File: src/rtl/shu_pkg.sv
package shu_pkg;

  typedef enum logic [1:0] {
    SH_LSL = 2'b00,
    SH_ASL = 2'b01,
    SH_LSR = 2'b10,
    SH_ASR = 2'b11
  } shift_op_e;

  typedef struct packed {
    logic cf;
    logic zf;
    logic sf;
    logic pf;
    logic of;
  } shift_flags_t;

endpackage

File: src/rtl/shu_count_sel.sv
module shu_count_sel #(
  parameter int CNT_W = 8,
  parameter int LIMIT = 16,
  parameter int SAT_W = $clog2(LIMIT + 2)
) (
  input  logic             from_reg_i,
  input  logic [CNT_W-1:0] cnt_reg_i,
  output logic [SAT_W-1:0] sat_cnt_o,
  output logic             is_zero_o,
  output logic             is_one_o
);

  logic [CNT_W-1:0] raw_cnt;

  assign raw_cnt   = from_reg_i ? cnt_reg_i : CNT_W'(1);
  assign is_zero_o = (raw_cnt == '0);
  assign is_one_o  = (raw_cnt == CNT_W'(1));

  // Anything past the width behaves like width+1: every original bit and
  // at least one fill bit have left the operand.
  always_comb begin
    if (int'(raw_cnt) > LIMIT) sat_cnt_o = SAT_W'(LIMIT + 1);
    else                       sat_cnt_o = SAT_W'(raw_cnt);
  end

endmodule

File: src/rtl/shu_shift_core.sv
module shu_shift_core #(
  parameter int W     = 16,
  parameter int SAT_W = $clog2(W + 2)
) (
  input  logic [W-1:0]     a_i,
  input  logic             right_i,
  input  logic             arith_i,
  input  logic [SAT_W-1:0] sh_i,
  output logic [W-1:0]     res_o,
  output logic             cout_o
);

  // One extra slot beside the operand collects the bit pushed out.
  localparam int EW = W + 1;

  logic          fill;
  logic [EW-1:0] lv [0:SAT_W];
  logic [EW-1:0] rv [0:SAT_W];

  assign fill  = arith_i & a_i[W-1];
  assign lv[0] = {1'b0, a_i};
  assign rv[0] = {a_i, 1'b0};

  for (genvar k = 0; k < SAT_W; k++) begin : g_stage
    localparam int S = 1 << k;
    if (S < EW) begin : g_part
      assign lv[k+1] = sh_i[k] ? {lv[k][EW-1-S:0], {S{1'b0}}} : lv[k];
      assign rv[k+1] = sh_i[k] ? {{S{fill}}, rv[k][EW-1:S]}   : rv[k];
    end else begin : g_full
      assign lv[k+1] = sh_i[k] ? '0         : lv[k];
      assign rv[k+1] = sh_i[k] ? {EW{fill}} : rv[k];
    end
  end

  assign res_o  = right_i ? rv[SAT_W][EW-1:1] : lv[SAT_W][W-1:0];
  assign cout_o = right_i ? rv[SAT_W][0]      : lv[SAT_W][W];

endmodule

File: src/rtl/shu_flag_gen.sv
module shu_flag_gen
  import shu_pkg::*;
#(
  parameter int W = 16
) (
  input  logic [W-1:0]  res_i,
  input  logic          cout_i,
  input  logic          orig_msb_i,
  input  shift_op_e     op_i,
  input  logic          is_one_i,
  output shift_flags_t  flags_o
);

  always_comb begin
    flags_o.cf = cout_i;
    flags_o.zf = (res_i == '0);
    flags_o.sf = res_i[W-1];
    flags_o.pf = ~^res_i[7:0];
    flags_o.of = 1'b0;
    if (is_one_i) begin
      unique case (op_i)
        SH_LSL, SH_ASL: flags_o.of = res_i[W-1] ^ cout_i;
        SH_LSR:         flags_o.of = orig_msb_i;
        SH_ASR:         flags_o.of = 1'b0;
        default:        flags_o.of = 1'b0;
      endcase
    end
  end

endmodule

File: src/rtl/shift_flag_unit.sv
module shift_flag_unit
  import shu_pkg::*;
#(
  parameter int DATA_W   = 16,
  parameter int NARROW_W = 8,
  parameter int CNT_W    = 8
) (
  input  logic [DATA_W-1:0] operand_i,
  input  logic [1:0]        op_i,
  input  logic              cnt_from_reg_i,
  input  logic [CNT_W-1:0]  cnt_reg_i,
  input  logic              wide_i,
  output logic [DATA_W-1:0] result_o,
  output logic              carry_o,
  output logic              zero_o,
  output logic              sign_o,
  output logic              parity_o,
  output logic              overflow_o,
  output logic              flag_we_o
);

  localparam int NLANE = 2;

  shift_op_e    op;
  logic         right, arith;
  logic [DATA_W-1:0] lane_res   [NLANE];
  shift_flags_t      lane_flags [NLANE];
  logic              lane_zero  [NLANE];
  shift_flags_t      sel_flags;

  assign op    = shift_op_e'(op_i);
  assign right = op_i[1];
  assign arith = op_i[0];

  // Lane 0 is the narrow datapath, lane 1 the full-width one.
  for (genvar g = 0; g < NLANE; g++) begin : g_lane
    localparam int LW = (g == 0) ? NARROW_W : DATA_W;
    localparam int SW = $clog2(LW + 2);

    logic [SW-1:0] sat_cnt;
    logic          is_one;
    logic [LW-1:0] core_res;
    logic          core_cout;

    shu_count_sel #(.CNT_W(CNT_W), .LIMIT(LW), .SAT_W(SW)) u_cnt (
      .from_reg_i (cnt_from_reg_i),
      .cnt_reg_i  (cnt_reg_i),
      .sat_cnt_o  (sat_cnt),
      .is_zero_o  (lane_zero[g]),
      .is_one_o   (is_one)
    );

    shu_shift_core #(.W(LW), .SAT_W(SW)) u_core (
      .a_i     (operand_i[LW-1:0]),
      .right_i (right),
      .arith_i (arith),
      .sh_i    (sat_cnt),
      .res_o   (core_res),
      .cout_o  (core_cout)
    );

    shu_flag_gen #(.W(LW)) u_flags (
      .res_i      (core_res),
      .cout_i     (core_cout),
      .orig_msb_i (operand_i[LW-1]),
      .op_i       (op),
      .is_one_i   (is_one),
      .flags_o    (lane_flags[g])
    );

    assign lane_res[g] = DATA_W'(core_res);
  end

  assign result_o   = wide_i ? lane_res[1]   : lane_res[0];
  assign sel_flags  = wide_i ? lane_flags[1] : lane_flags[0];
  assign flag_we_o  = wide_i ? !lane_zero[1] : !lane_zero[0];
  assign carry_o    = sel_flags.cf;
  assign zero_o     = sel_flags.zf;
  assign sign_o     = sel_flags.sf;
  assign parity_o   = sel_flags.pf;
  assign overflow_o = sel_flags.of;

endmodule

File: config.mk
export PLATFORM = sky130hd
export DESIGN_NAME = shift_flag_unit
export DESIGN_NICKNAME = d
export VERILOG_FILES = /design/src/rtl/shu_pkg.sv /design/src/rtl/shu_count_sel.sv /design/src/rtl/shu_shift_core.sv /design/src/rtl/shu_flag_gen.sv /design/src/rtl/shift_flag_unit.sv
export SDC_FILE = /design/constraint.sdc
export NUM_CORES = 1
export LEC_CHECK = 0
export CORE_MARGIN = 4
export CORE_UTILIZATION = 40
export DETAILED_ROUTE_END_ITERATION = 7
export DONT_BUFFER_PORTS = 1
export RECOVER_POWER = 100
export REMOVE_ABC_BUFFERS = 1
export SYNTH_ARGS = -nofsm -noshare
export SYNTH_HDL_FRONTEND = slang
export SYNTH_SLANG_ARGS = --single-unit
File: constraint.sdc
create_clock -name vclk -period 8.5
set_input_delay 0.85 -clock vclk [all_inputs]
set_output_delay 0.85 -clock vclk [all_outputs]
set_load 0.005 [all_outputs]
Word-level counts from Yosys, hierarchy flattened
Cells that the tools add are included.
{ "classes": {"reduce_logical": 8, "bitwise": 4, "n_mux": 31, "eq_ne": 4, "n_lt_le_gt_ge": 2} }
{ "op_table": {"columns": ["op", "n"], "rows": [
  ["$mux W17", 10],
  ["$mux W9", 8],
  ["$mux W16", 2],
  ["$logic_not A16 Y1", 1],
  ["$logic_not A8 Y1", 2],
  ["$mux W8", 2],
  ["$reduce_xnor A8 Y1", 2],
  ["$mux W5", 2],
  ["$eq A8 B1 Y1 const B", 1],
  ["$gt A8 B4 Y1 const B", 1],
  ["$gt A8 B5 Y1 const B", 1],
  ["$pmux W1 S3", 2],
  ["$eq A2 B2 Y1 const B", 2],
  ["$mux W1", 4],
  ["$mux W4", 1],
  ["$and A1 B1 Y1", 2],
  ["$eq A2 B1 Y1 const B", 1],
  ["$logic_not A2 Y1", 1],
  ["$reduce_or A2 Y1", 1],
  ["$xor A1 B1 Y1", 2],
  ["$logic_not A1 Y1", 1]
]} }
{ "totals": {"elab_cells": 49, "output_inout_bits": 22, "reg_bits": 0, "input_bits": 28} }

Logic depth before layout (Yosys ltp)
{ "depth": {"word_depth": 13, "ltp_mapped": 15} }

Modules after synthesis
A second synthesis with hierarchy kept.
{ "unflattened": {"cells_unflattened": 432, "hier_area_um2": 3389.5} }
{ "modules_own_cells": {"columns": ["mod", "area_each_um2", "instances", "cells_per_inst"], "rows": [
  ["shu_shift_core at g_lane[1].u_core", 1895.6, 1, 239],
  ["shu_shift_core at g_lane[0].u_core", 732.0, 1, 99],
  ["shift_flag_unit", 229.0, 1, 24],
  ["shu_flag_gen at g_lane[1].u_flags", 185.2, 1, 25],
  ["shu_flag_gen at g_lane[0].u_flags", 157.7, 1, 22],
  ["shu_count_sel at g_lane[1].u_cnt", 101.3, 1, 12],
  ["shu_count_sel at g_lane[0].u_cnt", 88.8, 1, 11]
]} }

Worst setup path before layout
OpenSTA, ideal clock, no wires.
{ "synth_path": {"path_type": "input to output", "start": "input port cnt_reg_i[6]", "end": "output port parity_o", "t_arrival_ns": 3.493, "path_stages": 14, "slack_ns": 4.157, "n_path_buf": 3, "path_cell_list": "or4b_4 -> or3_1 -> buf_6 -> buf_6 -> buf_6 -> a21oi_1 -> nand2_1 -> a311oi_1 -> o31ai_1 -> a21oi_1 -> ha_1 -> xnor2_1 -> xnor2_1 -> o21ai_0"} }
{ "synth_between": {"elab_chain_cells": 11, "word_cells_on_any_way": 28} }
{ "synth_lines": {"columns": ["item", "line", "source"], "rows": [
  ["from (decl)", "shift_flag_unit.sv:11", "input logic [CNT_W-1:0] cnt_reg_i,"],
  ["$mux W8 (*)", "shu_count_sel.sv:15", "assign raw_cnt = from_reg_i ? cnt_reg_i : CNT_W'(1);"],
  ["$gt A8 B5 Y1", "shu_count_sel.sv:22", "if (int'(raw_cnt) > LIMIT) sat_cnt_o = SAT_W'(LIMIT + 1);"],
  ["$mux W5", "shu_count_sel.sv:22", null],
  ["$mux W17, on equally long branches (5 in series)", "shu_shift_core.sv:27, shu_shift_core.sv:28", null],
  ["$mux W16", "shu_shift_core.sv:35", "assign res_o = right_i ? rv[SAT_W][EW-1:1] : lv[SAT_W][W-1:0];"],
  ["$reduce_xnor A8 Y1", "shu_flag_gen.sv:18", "flags_o.pf = ~^res_i[7:0];"],
  ["$mux W5 (*)", "shift_flag_unit.sv:75", "assign sel_flags = wide_i ? lane_flags[1] : lane_flags[0];"],
  ["to (decl)", "shift_flag_unit.sv:17", "output logic parity_o,"]
]} }
Every way passes the cells marked *; elsewhere a longest branch is shown, timed or not.

Final worst setup path
Ends and elaborated chain as after synthesis.

==> impl_metrics.tcl <==
set metrics [dict create \
    clockBufferCount 0 \
    globalplace.congestion 1.014 \
    drtIter0Drc 708 \
    post-cts-setup-buffers 0 \
    worst-endpoint-arrival_ps 5150 \
    timing.fmax_mhz 166.6 \
    report.final.hold_viol_count 0 \
    post-route-period-util 0.7062 \
    fp.coreArea_um2 6944 \
    grt_util_all_layers 0.2879 \
    area.sequential_um2 0 \
    first_pass_grt_wire_length_mm 20.49 \
    syn_to_final_growth_pct -2.698 \
    crit_type "in2out" \
    post_synth_most_frequent_cells "nand3_1, nand2_1, o21ai_0" \
    synth-warning-count 0 \
    drive_above_1_share 0.04515 \
    finalSetupViolations 0 \
    period_needed_ps 6003 \
    yosysTopAreaCellShare 0.09936 \
    rsz0062_at_grt "false" \
    post_synth_fa_ha_maj_area_fraction 0.03426 \
    worst_hold_slack_ps 1774 \
    setup_tns_ps 0 \
    simple_gate_portion_of_the_synthesized_area 0.3559 \
    end_kind "output pin" \
    flops_and_latches 0 \
    routed-via-count 4119 \
    dp_hpwl_mm 9.556 \
    floorplan.initialDensity 0.4207 \
    max-vdd-ir-drop_mv 0.01557 \
    diodes 0 \
    worstPathMaxFanout 20 \
    worstSetupEndpoint "parity_o" \
    timing.critical_path.from "cnt_reg_i[6]" \
    slew-limit-headroom -0.06798 \
    syn_inst_count 483 \
    drt_pass1_iterations 6 \
    power_density_nw_per_um2 50.86 \
    global_route.overflow_total 0 \
    initial_antenna_violation_count 0 \
    fp.dieH_um 93.46 \
    wl_per_cell_um 24.08 \
    crit_path_start_kind "input pin" \
    viasPerCell 7.642 \
    synth_sequential_area_ratio 0 \
    totalWireLength_mm 12.98 \
    ios 50 \
    syn_area_per_cell_um2 6.049 \
    grt_pass1_vias 3684 \
    post-synth-top-area-cell "nand3_1" \
    max_cap_viols 1 \
    violations "max-capacitance violations, max-slew violations" \
    yosys.area_share.xor_xnor 0.01799 \
    drt_drc_violations_left 0 \
    worst_pin_slew_ps 1581 \
    placement_rows 30 \
    fp.dieArea_um2 8735 \
    dieWidth_um 93.46 \
    netlist_area_um2 2922 \
    critPathRequiredTime_ps 7650 \
    hold_path.class "in2out" \
    cts_hold_buf 0 \
    total_leakage_power_nw 0.9294 \
    grt_start_max_net_pins 43 \
    drtAntennaViolNets 0 \
    port_buffers 0 \
    status "finished, violations left" \
    combinational_family_with_the_most_area_after_synthesis "compound AO/OA/AOI/OAI gates" \
    synth_compound_area_frac 0.4039 \
    post_cts_resized 0 \
    synth.area.mux_share 0.1011 \
    post_synth_num_cell_types 65 \
    ys_top_cells_by_area "nand3_1, mux2i_1, o21ai_0" \
    finalMaxSlewViolations 9 \
    final_net_count 481 \
    synth_most_common_cell "nand3_1" \
]
## metrics by stage
step	cells	power (mW)	worst slack (ps)	cell area, um2	utilization
2_1_floorplan	437	0.1047	3256	2686	-
3_3_place_gp	539	0.1401	3454	2864	0.4124
3_5_place_dp	539	0.1390	3445	2864	0.4124
4_1_cts	539	0.1397	3430	2864	0.4124
5_1_grt	539	0.1559	2289	2843	0.4094
6_report	539	0.1446	2497	2843	0.4094
## worst min-delay path by stage
stage | from | endpoint | slack, ps | cells past startpoint
detailed placement | wide_i | result_o[4] | 1780 | 1
finish | wide_i | result_o[4] | 1770 | 1
global placement | wide_i | result_o[0] | 1780 | 1
CTS | wide_i | result_o[4] | 1780 | 1
floorplan | wide_i | result_o[0] | 1760 | 1
global route | wide_i | result_o[0] | 1780 | 1
## critical path, cell delays in order
cell and delay, ps:
o41ai_1 1320, nand2_1 920, nor2_1 680, nor3_1 130, o21ai_0 290, a21oi_1 150, ha_1 310, xnor2_1 180
xnor2_1 140, nand2_1 60, o21ai_0 120
## layout make-up
type / instances / area, um2
Fill cell: 755 / 4101
Multi-Input combinational cell: 432 / 2659
Tap cell: 96 / 120.1
Timing Repair Buffer: 6 / 45.04
Inverter: 5 / 18.77
## report_power, final
part	total (mW)	switching, mW	internal (mW)	leakage [nW]
Sequential	0	0	0	0
Clock	0	0	0	0
Combinational	0.145	0.0916	0.0530	0.929
## layer usage
metal	share of wire	GRT usage	vias up
met5	0	0	-
met4	0.049	0.09890	0
met3	0.16	0.07321	81
met2	0.41	0.4258	409
met1	0.38	0.4006	1839
li1	-	-	1790
## cells by family after synthesis
family | Yosys count
AND/OR/NAND/NOR | 211
AO/OA/AOI/OAI | 178
buffers and inverters | 51
multiplexers | 29
adder cells (fa/ha/maj) | 8
XOR/XNOR | 6
## placed cells by master (no fill, tap or decap), drive strengths merged, types with 4 or more instances in the layout
cell and count:
and3 5, or4 4, a21oi 33, mux2 4
nand2 46, a31oi 9, and2 4, inv 5
or3 5, xnor2 5, nand4 13, o22ai 5
a21boi 4, nand3 58, buf 6, nor2 42
mux2i 25, o211ai 14, nor4 4, a311oi 5
a22oi 4, o21ai 55, a211oi 11, o21a 5
ha 8, nor3 20
(Power assumes the default switching activity.)
